[src/rtl/irq_agg_pkg.sv]
package irq_agg_pkg;

  localparam int DATA_W  = 8;
  localparam int ADDR_W  = 8;
  localparam int NUM_SRC = 8;

  localparam logic [ADDR_W-1:0] OFS_REV_LO = 8'h08;
  localparam logic [ADDR_W-1:0] OFS_REV_HI = 8'h09;
  localparam logic [ADDR_W-1:0] OFS_STATUS = 8'h50;
  localparam logic [ADDR_W-1:0] OFS_MASK   = 8'h52;
  localparam logic [ADDR_W-1:0] OFS_ROUTE  = 8'h54;

  localparam logic [DATA_W-1:0] REV_ID = 8'h03;

  // source slot assignment
  typedef enum logic [2:0] {
    SRC_NAND  = 3'd0,
    SRC_CARD  = 3'd1,
    SRC_USBH  = 3'd2,
    SRC_UART  = 3'd3,
    SRC_FB    = 3'd4,
    SRC_SPARE = 3'd5
  } src_slot_e;

  typedef enum logic [2:0] {
    SEL_NONE,
    SEL_REV_LO,
    SEL_REV_HI,
    SEL_STATUS,
    SEL_MASK,
    SEL_ROUTE
  } reg_sel_e;

endpackage

[src/rtl/irq_addr_decode.sv]
module irq_addr_decode
  import irq_agg_pkg::*;
#(
  parameter int AW = ADDR_W
) (
  input  logic [AW-1:0] addr_i,
  output reg_sel_e      sel_o
);

  always_comb begin
    unique case (addr_i)
      AW'(OFS_REV_LO): sel_o = SEL_REV_LO;
      AW'(OFS_REV_HI): sel_o = SEL_REV_HI;
      AW'(OFS_STATUS): sel_o = SEL_STATUS;
      AW'(OFS_MASK):   sel_o = SEL_MASK;
      AW'(OFS_ROUTE):  sel_o = SEL_ROUTE;
      default:         sel_o = SEL_NONE;
    endcase
  end

endmodule

[src/rtl/irq_status_track.sv]
module irq_status_track #(
  parameter int N = 8
) (
  input  logic         clk_i,
  input  logic         rst_ni,
  input  logic [N-1:0] src_i,
  input  logic         wr_i,
  input  logic [N-1:0] wdata_i,
  output logic [N-1:0] status_o
);

  logic [N-1:0] src_q;
  logic [N-1:0] status_q;

  always_ff @(posedge clk_i or negedge rst_ni) begin
    if (!rst_ni) src_q <= '0;
    else         src_q <= src_i;
  end

  // a line change overrides a host write on the same bit
  for (genvar i = 0; i < N; i++) begin : g_bit
    always_ff @(posedge clk_i or negedge rst_ni) begin
      if (!rst_ni)                  status_q[i] <= 1'b0;
      else if (src_i[i] != src_q[i]) status_q[i] <= src_i[i];
      else if (wr_i)                status_q[i] <= wdata_i[i];
    end
  end

  assign status_o = status_q;

endmodule

[src/rtl/irq_ctrl_regs.sv]
module irq_ctrl_regs
  import irq_agg_pkg::*;
#(
  parameter int DW = DATA_W,
  parameter int N  = NUM_SRC
) (
  input  logic          clk_i,
  input  logic          rst_ni,
  input  reg_sel_e      sel_i,
  input  logic          we_i,
  input  logic [DW-1:0] wdata_i,
  input  logic [N-1:0]  status_i,
  output logic [N-1:0]  mask_o,
  output logic [DW-1:0] rdata_o
);

  logic [N-1:0]  mask_q;
  logic [DW-1:0] route_q;

  always_ff @(posedge clk_i or negedge rst_ni) begin
    if (!rst_ni) begin
      mask_q  <= '0;
      route_q <= '0;
    end else if (we_i) begin
      if (sel_i == SEL_MASK)  mask_q  <= wdata_i[N-1:0];
      if (sel_i == SEL_ROUTE) route_q <= wdata_i;
    end
  end

  always_comb begin
    unique case (sel_i)
      SEL_REV_LO: rdata_o = DW'(REV_ID);
      SEL_STATUS: rdata_o = DW'(status_i);
      SEL_MASK:   rdata_o = DW'(mask_q);
      SEL_ROUTE:  rdata_o = route_q;
      default:    rdata_o = '0;
    endcase
  end

  assign mask_o = mask_q;

endmodule

[src/rtl/irq_aggregator.sv]
module irq_aggregator
  import irq_agg_pkg::*;
#(
  parameter int NSRC = NUM_SRC,
  parameter int DW   = DATA_W,
  parameter int AW   = ADDR_W
) (
  input  logic          clk_i,
  input  logic          rst_ni,
  input  logic [NSRC-1:0] src_i,
  input  logic [AW-1:0] reg_addr_i,
  input  logic          reg_we_i,
  input  logic [DW-1:0] reg_wdata_i,
  output logic [DW-1:0] reg_rdata_o,
  output logic          irq_o
);

  reg_sel_e        sel;
  logic [NSRC-1:0] status;
  logic [NSRC-1:0] mask;
  logic            wr_status;

  irq_addr_decode #(.AW(AW)) u_dec (
    .addr_i (reg_addr_i),
    .sel_o  (sel)
  );

  assign wr_status = reg_we_i && (sel == SEL_STATUS);

  irq_status_track #(.N(NSRC)) u_status (
    .clk_i    (clk_i),
    .rst_ni   (rst_ni),
    .src_i    (src_i),
    .wr_i     (wr_status),
    .wdata_i  (reg_wdata_i[NSRC-1:0]),
    .status_o (status)
  );

  irq_ctrl_regs #(.DW(DW), .N(NSRC)) u_regs (
    .clk_i    (clk_i),
    .rst_ni   (rst_ni),
    .sel_i    (sel),
    .we_i     (reg_we_i),
    .wdata_i  (reg_wdata_i),
    .status_i (status),
    .mask_o   (mask),
    .rdata_o  (reg_rdata_o)
  );

  assign irq_o = |(status & mask);

endmodule

[config.mk]
export PLATFORM = sky130hd
export DESIGN_NAME = irq_aggregator
export DESIGN_NICKNAME = d
export VERILOG_FILES = /design/src/rtl/irq_agg_pkg.sv /design/src/rtl/irq_addr_decode.sv /design/src/rtl/irq_status_track.sv /design/src/rtl/irq_ctrl_regs.sv /design/src/rtl/irq_aggregator.sv
export SDC_FILE = /design/constraint.sdc
export NUM_CORES = 1
export LEC_CHECK = 0
export ABC_CLOCK_PERIOD_IN_PS = 2900
export BUFFER_PORTS_ARGS = -buffer_cell sky130_fd_sc_hd__buf_2
export CAP_MARGIN = 20
export CORE_AREA = 3 3 57 59
export CTS_BUF_LIST = sky130_fd_sc_hd__clkbuf_4 sky130_fd_sc_hd__clkbuf_8
export CTS_CLUSTER_DIAMETER = 120
export DETAILED_ROUTE_END_ITERATION = 8
export DIE_AREA = 0 0 60 62
export GPL_TIMING_DRIVEN = 0
export PLACE_DENSITY = 0.79
export SLEW_MARGIN = 20
export SYNTH_ARGS = -nofsm -noshare
export SYNTH_HDL_FRONTEND = slang
export SYNTH_SLANG_ARGS = --single-unit
[constraint.sdc]
create_clock -name clk_i -period 2.9 [get_ports clk_i]
set_clock_uncertainty 0.15 [all_clocks]
set_input_delay 0.29 -clock clk_i [delete_from_list [all_inputs] [get_ports clk_i]]
set_output_delay 0.29 -clock clk_i [all_outputs]
set_load 0.02 [all_outputs]
Word level (Yosys, flattened, before mapping)
Cells that the tools add are included.

Logic and storage cells: 59. Output and inout port bits: 9. Bits in registers: 32. Input bits: 27.

Reduce and logical (&&, ||, !) cells: 12. Multiplexer cells: 18. Equal/unequal tests: 17. Bitwise logic cells: 1.

Operators by type and width (number): 8-bit one-hot mux with 4 select lines (1); 8-bit by 7-bit equality test with 1-bit output, second input constant (3); 8-bit by 4-bit equality test with 1-bit output, second input constant (2); 1-bit 2-to-1 mux (16); 2-bit nonzero test (8); 3-bit one-hot mux with 5 select lines (1); 8-bit AND (1); 1-bit != test (8); 8-bit OR reduction (1); 3-bit equality test, second input constant (2); 2-bit AND reduction (2); 3-bit by 1-bit equality test with 1-bit output, second input constant (1); 3-bit by 2-bit equality test with 1-bit output, second input constant (1); 1-bit logical AND (1).

Logic depth before layout (Yosys ltp)
Gate-level depths: netlist of the first run.

Depth in word-level cells: 6. Gate-level depth with buffers: 5. Depth with buffers taken out: 4.

Modules after synthesis
A second synthesis of the first run with hierarchy kept.

Cell total of the unflattened synthesis: 118. Area, all modules: 1591.5 um^2.

Modules (own cells, without submodules): irq_ctrl_regs (area an instance 820.8 um^2, times used 1, cells each 60, sequential area each 400.4 um^2); irq_status_track (area an instance 651.9 um^2, times used 1, cells each 41, sequential area each 400.4 um^2); irq_addr_decode (area an instance 72.6 um^2, times used 1, cells each 11, sequential area each 0.0 um^2); irq_aggregator (area an instance 46.3 um^2, times used 1, cells each 6, sequential area each 0.0 um^2).

Least setup slack after synthesis of the first run
OpenSTA, ideal clock, no wires.

Kind: input-to-output. Start: input reg_addr_i[6]. End: output reg_rdata_o[0]. Buffers on the path: 0. Cell stages on the path: 4. Arrival time: 1482 ps. Required time: 2460 ps. Slack: 978 ps. Path through: nor4b_1 > o21ai_2 > o21bai_1 > o21ai_0.

Word-level cells in the longest chain between the ends: 4. Elaborated cells between the ends (all ways): 11. Those cells by class: 9 x eq/ne; 2 x mux.

RTL lines: from (decl) (line irq_aggregator.sv:11) `input logic [AW-1:0] reg_addr_i,`; 8-bit by 7-bit equality test with 1-bit output / 8-bit by 4-bit equality test with 1-bit output (equally long branches) (line irq_addr_decode.sv:11) `unique case (addr_i)`; 3-bit one-hot mux with 5 select lines (*) (line irq_addr_decode.sv:11); 3-bit equality test, or another cell as far along (line irq_ctrl_regs.sv:31) `unique case (sel_i)`; 8-bit one-hot mux with 4 select lines (*) (line irq_ctrl_regs.sv:31); to (decl) (line irq_aggregator.sv:14) `output logic [DW-1:0] reg_rdata_o,`.

Every way passes the cells marked *; elsewhere a longest branch is shown, timed or not.

Worst setup path in the final report of the first run
Start: input reg_addr_i[2]. End: output reg_rdata_o[1].

The elaborated chain is that of the path after synthesis.

==> results of run 1 <==
==> per-layer routing <==
layer / share of wire / vias to the layer above / GRT usage / wire (um)
met5: 0 / - / 0 / 0
met3: 0.063 / 6 / 0.0599 / 204
met4: 0.015 / 0 / 0.0728 / 48
met2: 0.49 / 38 / 0.343 / 1580
met1: 0.43 / 548 / 0.219 / 1390
li1: - / 548 / - / -
==> sequential cells by signal, indices dropped and copies added (netlist names) <==
name / flops
u_status.src_q: 8
u_status.status_o: 8
u_regs.route_q: 8
u_regs.mask_o: 8
==> repair_timing <==
action | CTS | global route
resized for setup | 0 | 0
hold endpoints to repair | 40 | 0
hold buffers | 9 | 0
==> final timing paths <==
| path | startpoint | end | slack, ps |
|---|---|---|---|
| min in group asynchronous | rst_ni | u_status.status_o[1] | 390 |
| max in group asynchronous | rst_ni | u_status.src_q[5] | 1750 |
| worst max-delay path | reg_addr_i[2] | reg_rdata_o[1] | 750 |
| worst max register to register | u_status.status_o[2] | u_status.status_o[2] | 1650 |
| worst min-delay path | reg_wdata_i[2] | u_regs.mask_o[2] | 70 |
| worst min register to register | u_regs.route_q[5] | u_regs.route_q[5] | 370 |
==> layout by cell type (no fill, tap or decap), drive strengths merged <==
| cell type | count |
|---|---|
| nor4 | 2 |
| dlygate4sd3 | 9 |
| nor4b | 1 |
| a22oi | 4 |
| and2 | 1 |
| nand3 | 2 |
| mux2 | 24 |
| nand4 | 1 |
| o21ai | 10 |
| and4b | 2 |
| clkbuf | 7 |
| xor2 | 1 |
| nand4b | 1 |
| buf | 37 |
| dfrtp | 32 |
| nor2 | 3 |
| and3b | 2 |
| maj3 | 8 |
| nand2 | 8 |
| nor4bb | 1 |
| clkinvlp | 1 |
| o21bai | 2 |
| mux2i | 6 |
| inv | 8 |
| and4bb | 1 |
==> cells by family after synthesis <==
logic type               Yosys count  share of synthesized area
AO/OA/AOI/OAI                     16                     0.0637
XOR/XNOR                           1                    0.00564
adder cells (fa/ha/maj)            8                     0.0580
buffers and inverters             10                     0.0250
flip-flops                        32                      0.516
multiplexers                      30                      0.215
AND/OR/NAND/NOR                   25                      0.117
==> power by group <==
group | internal, mW | switching [mW] | leakage [nW] | total, mW
clock | 0.128 | 0.150 | 0.0349 | 0.279
combinational | 0.0590 | 0.0490 | 0.530 | 0.108
sequential | 0.473 | 0.0181 | 0.407 | 0.492
==> worst max-delay path, cell delays in order <==
cell and delay (ps):
buf_2 150, nor4b_1 420, o21ai_2 260, o21bai_1 220, o21ai_0 170, buf_2 200
==> stage by stage <==
step / setup slack (ps) / utilization
detailed placement: 772 / 0.641
global placement: 853 / 0.641
global route: 593 / 0.697
finish: 748 / 0.697
floorplan: 978 / -
CTS: 773 / 0.697
==> area by class of cell <==
type                            count  area [sq um]
Inverter                            8          30.0
Fill cell                         215           835
Buffer                              2          8.76
Tap cell                           31          38.8
Clock buffer                        7          58.8
Timing Repair Buffer               44           265
Sequential cell                    32           801
Clock inverter                      1          7.51
Multi-Input combinational cell     80           713
==> out/qor.yml, run 1 <==
place:
  placed_cells: 188
  numPortBuffers: 35
  dp_hpwl_um: 2360
  gp_congestion: 0.887
  placed_cell_area_sq_um: 1770
global_route:
  grt_pass1_wl_um: 5230
  grt_max_degree: 33
  grt_use_total: 0.193
  antenna_found_initial: 0
  gr-total-overflow: 0
  grt_pass1_vias: 1209
cts:
  clock-sinks: 32
  clock_latency_ps: 320
  cts_tree: "yes"
  htree_levels: 2
  clock-root-buffer: "clkbuf_4"
  clk_pin_slew_ps: 100
  post_cts_buffers: 0
  numCtsBuffers: 5
  clockBufferDepth: 2
yosys:
  synth_top_cells_by_count: "32 x dfrtp_1, 23 x mux2_2, 9 x o21ai_0"
  synth_seq_cells: 32
  yosysTopAreaCell: "dfrtp_1"
  netlist_area_sq_um: 1550
  synth_edf_count: 0
  synth_top_area_share: 0.516
  synthTopCellsByArea: "dfrtp_1 52%, mux2_2 17%, maj3_2 5.8%, mux2i_1 3.9%, o21ai_0 2.9%"
  syn_inst: 122
  synth_cell_types: 27
  synth_warnings: 0
  synth.most_common_cell: "dfrtp_1"
  synth-main-ff-cell: "dfrtp_1"
  syn-num-nets: 149
  async_flop_share: 1.00
  yosysSeqAreaShare: 0.516
  avgSynthCellArea_sq_um: 12.7
timing:
  fmax_mhz: 465
  whs_ps: 71.4
  tns_ps: 0
  rsz0062_at_grt: "no"
  relSlewSlack: 0.536
  fin_crit_ps: 2150
  slew_violations: 0
  worst_slew_pin_slew_ps: 696
  fin_crit_sh: 0.742
  hold_violations: 0
  setup_violations: 0
drt:
  ant_nets: 0
  vias: 1140
  wl_per_cell_um: 15.7
  drt-pass1-iter-count: 4
  routed_wl_um: 3220
  vias_per_cell: 5.56
  drc_errors: 0
  drt-initial-drc-count: 51
floorplanning:
  ios: 36
  core_sq_um: 2760
  start_util: 0.563
  die_y_um: 62
  die-width_um: 60
  rows: 19
  dieArea_sq_um: 3720
critical_path:
  required_ps: 2460
  startpoint_type: "input port"
  worstSetupPathType: "in2out"
  worst_ep_arrival_time_ps: 1710
  cp-end-kind: "primary output"
  worst-path-max-fanout: 8
  r2r_cells: 2
hold_path:
  hold_depth: 2
  min_path_type: "in2reg"
final_layout:
  final_cells: 205
  layout-drive-gt1-share: 0.460
  area_delta_synth_final_pct: 23.9
  fin_nets: 200
  n_antenna_cell: 0
  final_cell_area_sq_um: 1920
job:
  maxCapViolCount: 0
power_and_ir_drop:
  total_power_mw: 0.878
  power_density_nw_per_um2: 457
  p_leak_nw: 0.972
  ir_worst_vdd_mv: 0.414
status:
  status: "completed"
No activity file was read; power rests on OpenSTA's default activity.
==> run 2: changes to the inputs <==
Settings changed: ABC_CLOCK_PERIOD_IN_PS 2900 to 2100, CORE_AREA 3 3 57 59 to 3 3 58 60, DIE_AREA 0 0 60 62 to 0 0 61 63, PLACE_DENSITY 0.79 to 0.77.
Clock period 2.9 ns to 2.1 ns, I/O delays scaled along.
==> run 2 against run 1 <==
Compared with the run above: sequential share of layout area fell by 1.5 points; non-clock buffer count increased by 7; die area increased by 3.3%; via count up 2.3%; critical endpoint is now reg_rdata_o[3]; largest cell class unchanged.
==> out/qor.yml, run 2 (same netlist as run 1, synthesis figures left out) <==
drt:
  drc_errors: 0  # unchanged
  drt-pass1-iter-count: 4  # unchanged
  wl_per_cell_um: 15.2  # -3.3%
  ant_nets: 0  # unchanged
  vias: 1166  # +2.3%
  vias_per_cell: 5.47  # -1.6%
  routed_wl_um: 3230  # +0.44%
  drt-initial-drc-count: 29  # -43%
cts:
  clk_pin_slew_ps: 90  # about the same
  clockBufferDepth: 2  # unchanged
  cts-resized-gates: 0  # unchanged
  clock-root-buffer: "clkbuf_4"
  clock-sinks: 32  # unchanged
  cts_tree: "yes"
  numCtsBuffers: 5  # unchanged
  clock_latency_ps: 320  # about the same
  hold_buffers: 15  # +6
  htree_levels: 2  # unchanged
  post_cts_buffers: 0  # unchanged
critical_path:
  cp_cell_sequence: "buf_2 > nor4b_1 > o21ai_2 > mux2i_1 > o21ai_0 > buf_2"
  crit_top_cell: "buf_2"
  path_buf_inv: 2  # unchanged
  r2r_cells: 2  # unchanged
  slowest_stage: "nor4b_1"
  r2r_slack_ps: 840  # -810 ps
  max_stage_delay_ps: 390  # -30 ps
  startpoint_type: "input port"
  rr_endpoint: "u_status.status_o[0]"
  worstSetupPathType: "in2out"
  worst_ep_arrival_time_ps: 1560  # -150 ps
  worst-path-max-fanout: 8  # unchanged
  cp-end-kind: "primary output"
  path_delay_family: "compound AO/OA/AOI/OAI gates"
  required_ps: 1740  # -720 ps
  timing.rr.start: "u_status.status_o[0]"
timing:
  slew_violations: 0  # unchanged
  worst_slew_pin_slew_ps: 697  # +0.878 ps
  rsz0062_at_grt: "no"
  fmax_mhz: 521
  relSlewSlack: 0.535  # -0.000586
  hold_violations: 0  # unchanged
  fin_crit_ps: 1920
  setup_violations: 0  # unchanged
  tns_ps: 0  # unchanged
  fin_crit_sh: 0.914
power_and_ir_drop:
  combPwrFrac: 0.131  # +0.008
  total_power_mw: 1.21  # +38%
  p_leak_nw: 1.00  # +3.3%
  clockPowerShare: 0.309  # -0.008
  p_sw_frac: 0.230  # -0.0175
  power_density_nw_per_um2: 608  # +33%
  p_switching_mw: 0.279  # +28%
  ir_worst_vdd_mv: 0.417  # +0.74%
  p_seq_frac: 0.560  # about the same
  intPower_mw: 0.933  # +41%
final_layout:
  fin_nets: 207  # +3.5%
  n_antenna_cell: 0  # unchanged
  area_delta_synth_final_pct: 28.4
  mostFrequentLayoutCell: "buf_2"
  final_cell_mix: "36 x buf_2, 32 x dfrtp_1, 23 x mux2_2, 16 x dlygate4sd3_1, 9 x o21ai_0"
  final_cell_area_sq_um: 1990  # +3.7%
  layout-drive-gt1-share: 0.439  # -0.0209
hold_path:
  min_path_type: "in2reg"
  min_from: "reg_wdata_i[4]"
  hold_depth: 2  # unchanged
  holdPathEnd: "u_regs.mask_o[4]"
place:
  placed_cell_area_sq_um: 1770  # +0.14%
  gp_congestion: 0.786  # -11%
  numPortBuffers: 35  # unchanged
  dp_hpwl_um: 2240  # -5.0%
floorplanning:
  die_y_um: 63  # +1.6%
  start_util: 0.521  # -0.0416
  dieArea_sq_um: 3840  # +3.3%
  die-width_um: 61  # +1.7%
  core_sq_um: 2980  # +8.0%
  rows: 20  # +1
  ios: 36  # unchanged
global_route:
  grt_pass1_wl_um: 5490  # +5.0%
  antenna_found_initial: 0  # unchanged
  grt_use_total: 0.193  # -0.000276
  grt_pass1_vias: 1251  # +3.5%
  grt_max_degree: 33  # unchanged
  gr-total-overflow: 0  # unchanged
status:
  status: "completed"
job:
  maxCapViolCount: 0  # unchanged
==> run 2: cell count changes in the layout (fill, tap and decap cells not counted), sizes merged <==
cell and delta:
clkinvlp -1, dlygate4sd3 +7
==> run 2: metal layers <==
metal,GRT usage,wire length (um),up-vias
met5,0,0,-
met4,0.0867,64,0
met3,0.0599,208,8
met2,0.309,1640,38
met1,0.232,1320,566
li1,-,-,554
==> run 2: worst reg2reg max path, stage by stage (launching register included) <==
cell,delay (ps)
dfrtp_1,410
mux2_2,280
maj3_2,310
==> run 2: stage by stage <==
step / hold slack [ps] / util / cells / worst slack, ps
global route: 5.90 / 0.670 / 213 / 82.0
finish: 23.4 / 0.670 / 213 / 180
global placement: 128 / 0.594 / 190 / 220
detailed placement: 149 / 0.594 / 190 / 175
CTS: 5.57 / 0.666 / 212 / 172
floorplan: -236 / - / 122 / 338
==> run 2: area by class of cell <==
type	instances	area, sq um
well taps	33	41.3
inverters	8	30.0
plain buffers	2	8.76
repair buffers	51	335
multi-input cells	80	713
clock buffers	7	65.1
fillers	228	983
flip-flops and latches	32	801
==> run 2: worst max path at each step <==
stage                  start          endpoint  slack (ps)  depth (start not counted)
3_5_place_dp   reg_addr_i[2]    reg_rdata_o[0]         180                          6
5_1_grt        reg_addr_i[2]    reg_rdata_o[7]          80                          6
2_1_floorplan  reg_addr_i[6]    reg_rdata_o[0]         340                          4
3_3_place_gp   reg_addr_i[3]  u_regs.mask_o[1]         220                          5
4_1_cts        reg_addr_i[2]    reg_rdata_o[7]         170                          6
6_report       reg_addr_i[2]    reg_rdata_o[3]         180                          6
==> run 2: power by group through the flow <==
| stage | Sequential, mW | Combinational [mW] | Clock [mW] |
|---|---|---|---|
| 6_report | 0.679 | 0.159 | 0.374 |
| 5_1_grt | 0.683 | 0.177 | 0.415 |
| 4_1_cts | 0.679 | 0.159 | 0.391 |
| 3_5_place_dp | 0.691 | 0.138 | 0 |
| 3_3_place_gp | 0.689 | 0.131 | 0 |
| 2_1_floorplan | 0.682 | 0.0746 | 0 |
